**src/rtl/baud_clk_pkg.sv**
```systemverilog
`timescale 1ns/1ps
package baud_clk_pkg;
    // Width of the fixed divide-by-16 prescaler counter
    localparam int PRE_W = 4;

    // Source select codes
    localparam logic [1:0] SRC_REF    = 2'd0;
    localparam logic [1:0] SRC_PIN_LO = 2'd1;
    localparam logic [1:0] SRC_PIN_HI = 2'd2;
    localparam logic [1:0] SRC_NONE   = 2'd3;

    typedef enum logic [1:0] {
        ST_OFF  = 2'd0,
        ST_HOLD = 2'd1,
        ST_RUN  = 2'd2
    } gen_state_e;
endpackage

```
**src/rtl/bclk_src_sel.sv**
```systemverilog
`timescale 1ns/1ps
module bclk_src_sel
    import baud_clk_pkg::*;
#(
    parameter int NPINS = 4,
    parameter int GROUP = 0
) (
    input  logic             clk,
    input  logic             rst_n,
    input  logic [NPINS-1:0] ext_pins,
    input  logic [1:0]       sel,
    output logic             step
);
    localparam int PIN_A = 2 * GROUP;
    localparam int PIN_B = 2 * GROUP + 1;

    logic [NPINS-1:0] rise;

    // Two-flop synchroniser plus one edge-detect flop per pin
    for (genvar p = 0; p < NPINS; p++) begin : g_sync
        logic [2:0] sh_q;
        always_ff @(posedge clk or negedge rst_n) begin
            if (!rst_n) sh_q <= '0;
            else        sh_q <= {sh_q[1:0], ext_pins[p]};
        end
        assign rise[p] = sh_q[1] & ~sh_q[2];
    end

    always_comb begin
        unique case (sel)
            SRC_REF:    step = 1'b1;
            SRC_PIN_LO: step = rise[PIN_A];
            SRC_PIN_HI: step = rise[PIN_B];
            SRC_NONE:   step = 1'b0;
            default:    step = 1'b0;
        endcase
    end

    // the undefined code never advances the divider
    p_undefined_source_idle_r7: assert property (@(posedge clk) disable iff (!rst_n)
        (sel == SRC_NONE) |-> !step);

    // one synchronised edge gives exactly one step
    p_pin_step_isolated_r6: assert property (@(posedge clk) disable iff (!rst_n)
        (sel == SRC_PIN_LO && step) |=> !(sel == SRC_PIN_LO && step));
endmodule

```
**src/rtl/bclk_ratio_enc.sv**
```systemverilog
`timescale 1ns/1ps
module bclk_ratio_enc
    import baud_clk_pkg::*;
#(
    parameter int CNT_W   = 12,
    parameter int RATIO_W = CNT_W + 5
) (
    input  logic [RATIO_W-1:0] ratio_in,
    output logic [CNT_W-1:0]   enc_cnt,
    output logic               enc_pre
);
    localparam int FULL_I = 1 << CNT_W;
    localparam logic [RATIO_W-1:0] FULL = RATIO_W'(FULL_I);

    logic [RATIO_W-1:0] coarse;

    always_comb begin
        coarse  = ratio_in >> PRE_W;
        enc_pre = 1'b0;
        enc_cnt = '0;
        if (ratio_in == '0) begin
            enc_cnt = '0;
        end else if (ratio_in <= FULL) begin
            enc_cnt = CNT_W'(ratio_in - RATIO_W'(1));
        end else begin
            enc_pre = 1'b1;
            if (coarse > FULL) enc_cnt = '1;
            else               enc_cnt = CNT_W'(coarse - RATIO_W'(1));
        end
    end
endmodule

```
**src/rtl/bclk_divider.sv**
```systemverilog
`timescale 1ns/1ps
module bclk_divider
    import baud_clk_pkg::*;
#(
    parameter int CNT_W = 12
) (
    input  logic             clk,
    input  logic             rst_n,
    input  logic             step,
    input  logic             ctl_en,
    input  logic             ctl_rst,
    input  logic             ctl_pre,
    input  logic [CNT_W-1:0] ctl_cnt,
    output logic             tick,
    output logic             clk_out
);
    localparam logic [PRE_W-1:0] PRE_LAST = '1;

    gen_state_e state_q, state_d;

    logic [CNT_W-1:0] cnt_q, lim_q;
    logic [PRE_W-1:0] pre_q;
    logic             act_pre_q, wave_q, tick_q;
    logic             adv, term;
    logic [CNT_W:0]   hi_len, cnt_nxt;

    // Next-state logic
    always_comb begin
        state_d = state_q;
        if (ctl_rst) begin
            state_d = ST_HOLD;
        end else begin
            unique case (state_q)
                ST_HOLD: state_d = ctl_en ? ST_RUN : ST_OFF;
                ST_OFF:  if (ctl_en)  state_d = ST_RUN;
                ST_RUN:  if (!ctl_en) state_d = ST_OFF;
                default: state_d = ST_OFF;
            endcase
        end
    end

    // State register
    always_ff @(posedge clk or negedge rst_n) begin
        if (!rst_n) state_q <= ST_OFF;
        else        state_q <= state_d;
    end

    assign adv     = step && (!act_pre_q || pre_q == PRE_LAST);
    assign term    = cnt_q >= lim_q;
    assign hi_len  = ({1'b0, lim_q} + (CNT_W+1)'(2)) >> 1;
    assign cnt_nxt = {1'b0, cnt_q} + (CNT_W+1)'(1);

    // Counters and registered outputs
    always_ff @(posedge clk or negedge rst_n) begin
        if (!rst_n) begin
            cnt_q     <= '0;
            lim_q     <= '0;
            pre_q     <= '0;
            act_pre_q <= 1'b0;
            wave_q    <= 1'b1;
            tick_q    <= 1'b0;
        end else begin
            tick_q <= 1'b0;
            unique case (state_q)
                ST_HOLD: begin
                    cnt_q     <= '0;
                    pre_q     <= '0;
                    wave_q    <= 1'b1;
                    lim_q     <= ctl_cnt;
                    act_pre_q <= ctl_pre;
                end
                ST_OFF: begin
                    lim_q     <= ctl_cnt;
                    act_pre_q <= ctl_pre;
                end
                ST_RUN: begin
                    if (step) pre_q <= act_pre_q ? pre_q + 1'b1 : '0;
                    if (adv) begin
                        if (term) begin
                            cnt_q     <= '0;
                            wave_q    <= 1'b1;
                            tick_q    <= 1'b1;
                            lim_q     <= ctl_cnt;
                            act_pre_q <= ctl_pre;
                        end else begin
                            cnt_q <= cnt_nxt[CNT_W-1:0];
                            if (cnt_nxt == hi_len) wave_q <= 1'b0;
                        end
                    end
                end
                default: ;
            endcase
        end
    end

    // Output decode
    always_comb begin
        tick    = tick_q;
        clk_out = wave_q && (state_q == ST_RUN);
    end

    // no tick unless the generator was running
    p_quiet_outside_run_r8: assert property (@(posedge clk) disable iff (!rst_n)
        (state_q != ST_RUN) |=> !tick);

    // hold returns both counters to their start
    p_hold_restarts_r8: assert property (@(posedge clk) disable iff (!rst_n)
        (state_q == ST_HOLD) |=> (cnt_q == '0 && pre_q == '0));

    // a cleared enable silences the output clock
    p_disable_stops_clock_r9: assert property (@(posedge clk) disable iff (!rst_n)
        !ctl_en |=> !clk_out);

    // the active limit changes only at a terminal step
    p_limit_frozen_r10: assert property (@(posedge clk) disable iff (!rst_n)
        (state_q == ST_RUN && !(adv && term)) |=> $stable(lim_q));

    // every period begins in the high phase
    p_tick_starts_high_r4: assert property (@(posedge clk) disable iff (!rst_n)
        tick_q |-> wave_q);
endmodule

```
**src/rtl/baud_clk_gen.sv**
```systemverilog
`timescale 1ns/1ps
module baud_clk_gen
    import baud_clk_pkg::*;
#(
    parameter int CNT_W   = 12,
    parameter int NPINS   = 4,
    parameter int GROUP   = 0,
    localparam int CTRL_W  = CNT_W + 5,
    localparam int RATIO_W = CNT_W + 5
) (
    input  logic               clk,
    input  logic               rst_n,
    input  logic [NPINS-1:0]   ext_clk,
    input  logic               reg_wr,
    input  logic [CTRL_W-1:0]  reg_wdata,
    output logic [CTRL_W-1:0]  reg_rdata,
    input  logic               ratio_wr,
    input  logic [RATIO_W-1:0] ratio_in,
    output logic               tick,
    output logic               clk_out
);
    // Control word field positions
    localparam int BIT_PRE = 0;
    localparam int CNT_LO  = 1;
    localparam int CNT_HI  = CNT_W;
    localparam int SRC_LO  = CNT_W + 1;
    localparam int SRC_HI  = CNT_W + 2;
    localparam int BIT_EN  = CNT_W + 3;
    localparam int BIT_RST = CNT_W + 4;

    logic [CTRL_W-1:0] ctrl_q;
    logic [CNT_W-1:0]  enc_cnt;
    logic              enc_pre;
    logic              step;

    bclk_ratio_enc #(.CNT_W(CNT_W), .RATIO_W(RATIO_W)) u_enc (
        .ratio_in (ratio_in),
        .enc_cnt  (enc_cnt),
        .enc_pre  (enc_pre)
    );

    // Control register: a whole-word write wins over a ratio load
    always_ff @(posedge clk or negedge rst_n) begin
        if (!rst_n) begin
            ctrl_q <= '0;
        end else if (reg_wr) begin
            ctrl_q <= reg_wdata;
        end else if (ratio_wr) begin
            ctrl_q[CNT_HI:CNT_LO] <= enc_cnt;
            ctrl_q[BIT_PRE]       <= enc_pre;
        end
    end

    assign reg_rdata = ctrl_q;

    bclk_src_sel #(.NPINS(NPINS), .GROUP(GROUP)) u_src (
        .clk      (clk),
        .rst_n    (rst_n),
        .ext_pins (ext_clk),
        .sel      (ctrl_q[SRC_HI:SRC_LO]),
        .step     (step)
    );

    bclk_divider #(.CNT_W(CNT_W)) u_div (
        .clk     (clk),
        .rst_n   (rst_n),
        .step    (step),
        .ctl_en  (ctrl_q[BIT_EN]),
        .ctl_rst (ctrl_q[BIT_RST]),
        .ctl_pre (ctrl_q[BIT_PRE]),
        .ctl_cnt (ctrl_q[CNT_HI:CNT_LO]),
        .tick    (tick),
        .clk_out (clk_out)
    );

    // a written word reads back from the next cycle
    p_readback_r1: assert property (@(posedge clk) disable iff (!rst_n)
        reg_wr |=> (reg_rdata == $past(reg_wdata)));

    // a simultaneous ratio request does not disturb the written word
    p_write_wins_r11: assert property (@(posedge clk) disable iff (!rst_n)
        (reg_wr && ratio_wr) |=> (reg_rdata == $past(reg_wdata)));

    // a ratio load leaves source, enable and reset fields alone
    p_ratio_keeps_mode_r2: assert property (@(posedge clk) disable iff (!rst_n)
        (ratio_wr && !reg_wr) |=>
            (reg_rdata[CTRL_W-1:SRC_LO] == $past(reg_rdata[CTRL_W-1:SRC_LO])));

    // without any load the word holds
    p_word_holds_r1: assert property (@(posedge clk) disable iff (!rst_n)
        (!reg_wr && !ratio_wr) |=> $stable(reg_rdata));
endmodule

```
**config.mk**
```make
export PLATFORM = sky130hd
export DESIGN_NAME = baud_clk_gen
export DESIGN_NICKNAME = d
export VERILOG_FILES = /design/src/rtl/baud_clk_pkg.sv /design/src/rtl/bclk_src_sel.sv /design/src/rtl/bclk_ratio_enc.sv /design/src/rtl/bclk_divider.sv /design/src/rtl/baud_clk_gen.sv
export SDC_FILE = /design/constraint.sdc
export NUM_CORES = 1
export LEC_CHECK = 0
export ABC_AREA = 1
export BUFFER_PORTS_ARGS = -buffer_cell sky130_fd_sc_hd__buf_2
export CELL_PAD_IN_SITES_DETAIL_PLACEMENT = 0
export CELL_PAD_IN_SITES_GLOBAL_PLACEMENT = 1
export CORE_ASPECT_RATIO = 1.25
export CORE_MARGIN = 5
export CORE_UTILIZATION = 40
export DETAILED_ROUTE_END_ITERATION = 6
export PLACE_DENSITY = 0.81
export SKIP_LAST_GASP = 1
export SLEW_MARGIN = 20
export SYNTH_ARGS = -nofsm -noshare
export SYNTH_HDL_FRONTEND = slang
export SYNTH_HIERARCHICAL = 1
export SYNTH_SLANG_ARGS = --single-unit
```
**constraint.sdc**
```tcl
create_clock -name clk -period 5.2 [get_ports clk]
set_clock_uncertainty 0.05 [all_clocks]
set_input_delay 1.04 -clock clk [delete_from_list [all_inputs] [get_ports clk]]
set_output_delay 1.04 -clock clk [all_outputs]
set_load 0.005 [all_outputs]
```
## Yosys cells after proc, flatten, opt, wreduce, memory -nomap -nowiden

Index checks and enable logic that the tools add are counted.

- Register bits after elaboration: 56
- Input port bits: 42
- Logic and storage cells: 84
- Output and inout port bits: 19

- Magnitude comparators: 3
- Mux-type cells: 32
- $add $sub $neg: 5
- Reduce and logical (&&, ||, !) cells: 16
- Equal/unequal tests: 13
- Bitwise operators: 4

Operator list:

| kind | count |
|---|---|
| 12-bit two-way mux | 7 |
| 12-bit one-hot mux with 2 select lines | 2 |
| 13-bit two-way mux | 2 |
| 12-bit by 1-bit subtractor with 12-bit output, second input constant | 2 |
| 17-bit by 13-bit less-or-equal comparator with 1-bit output, second input constant | 1 |
| 17-bit logical NOT | 1 |
| 12-bit by 1-bit adder with 13-bit output, second input constant | 1 |
| 12-bit by 2-bit adder with 13-bit output, second input constant | 1 |
| 13-bit by 12-bit == test with 1-bit output | 1 |
| 13-bit > comparator, second input constant | 1 |
| 12-bit greater-or-equal comparator | 1 |
| 1-bit two-way mux | 10 |
| 2-bit two-way mux | 4 |
| 4-bit two-way mux | 2 |
| 4-bit one-hot mux with 2 select lines | 1 |
| 2-bit == test, second input constant | 3 |
| 2-bit by 1-bit inequality test with 1-bit output, second input constant | 3 |
| 3-bit inequality test, second input constant | 2 |
| 2-bit one-hot mux with 3 select lines | 1 |
| 2-bit AND reduction | 3 |
| 3-bit AND reduction | 2 |
| 2-bit nonzero test | 3 |
| 4-bit by 1-bit adder with 4-bit output, second input constant | 1 |
| 2-bit by 1-bit == test with 1-bit output, second input constant | 2 |
| other kinds (11) | 16 |

## Logic depth before layout (Yosys ltp)

- Word-level depth: 6
- Depth in mapped cells: 14
- Mapped depth without buffers: 14

## Modules after synthesis

Netlist, hierarchy kept.

Modules (own cells, without submodules):

| module | instances | area an instance (µm²) | sequential area each (µm²) | cells an instance |
|---|---|---|---|---|
| bclk_divider | 1 | 2408.6 | 827.0 | 365 |
| bclk_ratio_enc | 1 | 825.8 | 0.0 | 154 |
| baud_clk_gen | 1 | 763.2 | 425.4 | 88 |
| bclk_src_sel | 1 | 183.9 | 150.1 | 14 |

## Least setup slack after synthesis

No wires, ideal clock.

- Kind: input port to flip-flop
- From: input ratio_in[0]
- To: register ctrl_q[3], in the netlist reg_rdata[3]
- Setup slack: 2.892 ns
- Stages: 13
- Buffers on the path: 0
- Data arrival time: 2.133 ns
- Setup time: 0.124 ns
- Data required time: 5.026 ns
- Cells stage by stage: inv_1 ha_1 inv_1 nor2_1 nand3_2 nor2_4 nand2_1 nand2_2 o21ai_0 nand2_1 nor2_1 nand3_1 nand3_1

- Word-level cells in the longest chain between the ends: 5
- Elaborated cells between the ends (all ways): 7
- Those cells by class: 1 x add/sub; 1 x order compare; 4 x mux; 1 x reduce/logical

Ends and longest elaborated chain:

| what | RTL line | source |
|---|---|---|
| start: declaration | baud_clk_gen.sv:18 | `input logic [RATIO_W-1:0] ratio_in,` |
| 17-bit by 13-bit less-or-equal comparator with 1-bit output or 12-bit by 1-bit subtractor with 12-bit output (tied branches) | bclk_ratio_enc.sv:23, bclk_ratio_enc.sv:24 |  |
| 12-bit two-way mux | bclk_ratio_enc.sv:23 | `end else if (ratio_in <= FULL) begin` |
| 12-bit two-way mux * | bclk_ratio_enc.sv:21 | `if (ratio_in == '0) begin` |
| net enc_cnt[2] | baud_clk_gen.sv:32 | `logic [CNT_W-1:0] enc_cnt;` |
| 13-bit two-way mux * | baud_clk_gen.sv:48 | `end else if (ratio_wr) begin` |
| 13-bit two-way mux * | baud_clk_gen.sv:46 | `end else if (reg_wr) begin` |
| end signal: assignment | baud_clk_gen.sv:47 | `ctrl_q <= reg_wdata;` |
| end signal: indexed assignment | baud_clk_gen.sv:49 | `ctrl_q[CNT_HI:CNT_LO] <= enc_cnt;` |
| end signal: indexed assignment | baud_clk_gen.sv:50 | `ctrl_q[BIT_PRE] <= enc_pre;` |
| end: declaration | baud_clk_gen.sv:31 | `logic [CTRL_W-1:0] ctrl_q;` |

Mark *: on every way through the listed nets, which the timed path passes. The rest lies on a longest branch. The select of a mux whose other input is x is not followed.
A chain may end at the register's enable or synchronous reset.

## Final worst setup path

Same ends and word-level chain as after synthesis.

==> results by group <==
Run status
  • Status: finished, final reports clean

Detailed routing
  • DRC: 0
  • Final ANT Viol Nets: 0
  • Vias/cell: 5.07
  • 1st-iter DRT viols: roughly 140
  • Drt pass-1 iters: 4
  • Vias: 4083
  • WL final: 11.1 mm
  • DR WL/cell: 13.8 um

Timing
  • Tmin final: roughly 2.4 ns
  • Fin. Hold Viols: 0
  • Final setup violation count: 0
  • Unrepaired setup endpoints after global routing: false
  • Worst hold slack: ~0.30 ns
  • Maximum clock rate: 412 MHz
  • Measured slew at the worst slew-check pin: 0.727 ns
  • Max-slew violations: 0
  • Final setup margin: between 2 and 3 ns
  • Final setup TNS: 0 ns
  • Period utilization: 0.466
  • Relative slew slack: 0.515

Clocking
  • Htree depth: 2
  • Clock Sinks: 56
  • Setup bufs post-CTS: 0
  • CTS tree: done
  • Total CTS buffers: 5
  • CTS resizes: 0
  • Root buf cell: clkbuf_16
  • Clk_lat worst skew: around 0.30 ns
  • Max clock buf depth: 2
  • Hold-fix buffers, CTS: 0
  • Clock transition at path regs: roughly 0.080 ns

Final layout
  • Final Core Density: 0.463
  • Non-Filler Instances: 805
  • Fill cells: 1080
  • # nets final: between 700 and 800
  • Area growth syn-to-layout: 12.4%
  • Multi-input gate area: ~0.0024 sq mm
  • Ant diodes: 0
  • Layout cells sized above 1: 0.160
  • Register area: 0.00140 sq mm

Floorplan
  • Initial Utilization: 0.412
  • Die area: 0.0126 sq mm
  • IO Count: 61
  • Die height: 124 um
  • Num rows: 41
  • Core Area: about 0.01 sq mm
  • Chip width: 101 um

Setup path
  • Critical Path Sink Type: flop
  • Slowest stage delay, CP: ~0.21 ns
  • Crit path DAT: 2.61 ns
  • Reg-to-Reg End: u_div/cnt_q[5]
  • Max FO, Critical Path: 9
  • Slowest CP cell: nor2_1
  • Critical path, cell by cell: buf_2 -> inv_1 -> ha_1 -> inv_1 -> nor2_1 -> nand3_2 -> nor2_4 -> o21bai_4 -> nand2_8 -> nor2_2 -> nor2_1 -> nand3_1 -> nand3_1
  • R2r setup slk: about 3.0 ns
  • Worst r2r path cells: 9
  • CP Class: in -> reg
  • Reg2Reg Launch Point: u_div/cnt_q[0]
  • Data required, critical path: ~5.4 ns
  • Worst Setup SP: ratio_in[0]
  • Critical Path Sink: reg_rdata[3]
  • CP Launch Type: primary input

GRT
  • GRT overflow: 0
  • Tot GR Track Use: 0.182
  • Initial antenna violation count: 0
  • Vias in the first global route: 4050
  • M2 GR Usage: 0.319
  • Met3 usage: 0.0241
  • Top Usage Layer GRT: met2
  • M1 GR Usage: 0.214
  • Largest net degree at the start of global routing: 57
  • First-pass GRT wire length: ~19 mm

Synth
  • Post-Syn Area per Cell: 6.73 sq um
  • Synth warn: 6
  • Sequential area share after synthesis: 0.335
  • Top cell type by total area after synthesis: dfrtp_1
  • Synthesized instance count: 621
  • Unique masters post-synth: 32
  • Synthesized area: 0.00418 sq mm
  • Main area contributors after synthesis: dfrtp_1, nand2_1, nand3_1, nor2_1, ha_1
  • Synth Net Count: 682
  • Synth top area share: 0.329
  • Synthesized flop and latch total: between 50 and 60

Pwr
  • Peak supply drop: approximately 150 uV
  • LEAKAGE: between 2 and 2.5 nW
  • PwrDens: 233 mW/mm^2

Hold path
  • Hold path cells: 0
  • HP Class: reg -> reg

Placement
  • Gpl congestion: 0.920
  • Number of port buffers: 58
  • Pre-CTS setup slack: 2.48 ns
  • Placed cells: 797
  • Hpwl dp: 9.10 mm

Job
  • Max-Cap Viols: 0
[registers in the layout, summed over array words and instances, names as in the netlist]
name	count
u_div/tick	1
u_div/lim_q	12
u_div/pre_q	4
u_div/cnt_q	12
u_src/g_sync.sh_q	6
u_div/state_q	2
reg_rdata	17
u_div/act_pre_q	1
u_div/wave_q	1
[cell type report]
class,count,area share
tap,129,0.0343
clock inverter,3,0.00559
multi-input combinational,485,0.517
timing repair buffer,59,0.0633
sequential,56,0.298
inverter,68,0.0543
clock buffer,5,0.0266
[worst min path at each step]
stage,start,endpoint,slack (ns)
global route,u_src/g_sync[1].sh_q[0],u_src/g_sync[1].sh_q[1],0.31
global placement,u_src/g_sync[0].sh_q[0],u_src/g_sync[0].sh_q[1],0.29
detailed placement,u_src/g_sync[0].sh_q[0],u_src/g_sync[0].sh_q[1],0.28
CTS,u_src/g_sync[0].sh_q[0],u_src/g_sync[0].sh_q[1],0.30
finish,u_src/g_sync[0].sh_q[0],u_src/g_sync[0].sh_q[1],0.30
floorplan,u_src/g_sync[0].sh_q[0],u_src/g_sync[0].sh_q[1],0.28
[metal layers]
| layer | wire length [um] | vias up | share of wire |
|---|---|---|---|
| li1 | - | 2086 | - |
| met1 | 4560 | 1885 | 0.41 |
| met2 | 5700 | 86 | 0.51 |
| met3 | 385 | 26 | 0.035 |
| met4 | 425 | 0 | 0.038 |
| met5 | 0 | - | 0 |
[through the flow]
step / total power (W) / instance area, sq um
CTS: 0.00111 / 4700
global placement: 0.000756 / 4550
floorplan: 0.000672 / 4180
finish: 0.00110 / 4700
global route: 0.00117 / 4700
detailed placement: 0.000763 / 4550
[cells by family (layout without fill, tap and decap cells)]
| group | Yosys count | count (layout) | synth area share |
|---|---|---|---|
| compound gates | 57 | 57 | 0.0778 |
| flops | 56 | 56 | 0.335 |
| simple gates | 396 | 396 | 0.420 |
| fa+ha+maj | 19 | 19 | 0.0569 |
| buf+inv | 80 | 135 | 0.0829 |
| xor+xnor | 13 | 13 | 0.0272 |
[Yosys cell counts]
| cell | number |
|---|---|
| a21oi_1 | 6 |
| a21oi_2 | 1 |
| buf_2 | 3 |
| buf_4 | 3 |
| buf_6 | 4 |
| clkbuf_1 | 1 |
| clkbuf_2 | 1 |
| dfrtp_1 | 55 |
| dfstp_2 | 1 |
| ha_1 | 19 |
| inv_1 | 63 |
| inv_2 | 5 |
| nand2_1 | 212 |
| nand2_2 | 7 |
| nand2_4 | 1 |
| nand2_8 | 1 |
| nand3_1 | 70 |
| nand3_2 | 2 |
| nand3b_1 | 2 |
| nand4_1 | 12 |
| nor2_1 | 67 |
| nor2_2 | 15 |
| nor2_4 | 7 |
| o21ai_0 | 35 |
| o21ai_1 | 2 |
| o21bai_1 | 3 |
| o21bai_4 | 1 |
| o22ai_1 | 7 |
| o31ai_1 | 1 |
| o32ai_1 | 1 |
| xnor2_1 | 2 |
| xor2_1 | 11 |
[layout by cell type (no fill, tap or decap), types with 2 or more instances in the layout]
cell type / synthesis / layout
a21oi_1: 6 / 6
buf_2: 3 / 58
clkbuf_16: 0 / 5
clkinvlp_4: 0 / 2
dfrtp_1: 55 / 55
ha_1: 19 / 19
inv_1: 63 / 63
inv_2: 5 / 5
nand2_1: 212 / 212
nand2_2: 7 / 7
nand3_1: 70 / 70
nand3_2: 2 / 2
nand3b_1: 2 / 2
nand4_1: 12 / 12
nor2_1: 67 / 67
nor2_2: 15 / 15
nor2_4: 7 / 7
o21ai_0: 35 / 35
o21ai_1: 2 / 2
o21bai_1: 3 / 3
o22ai_1: 7 / 7
xnor2_1: 2 / 2
xor2_1: 11 / 11
[where the power goes]
group	internal, W	switching [W]	total (W)
combinational	0.0000881	0.000160	0.000248
clock	0.000182	0.000163	0.000346
sequential	0.000470	0.0000332	0.000503
[critical path: cells and delay by family]
| family | cells | cell delay (ns) |
|---|---|---|
| adder cells (fa/ha/maj) | 1 | 0.20 |
| buffers and inverters | 3 | 0.27 |
| AND/OR/NAND/NOR | 8 | 0.94 |
| AO/OA/AOI/OAI | 1 | 0.14 |
(Power assumes the default switching activity.)
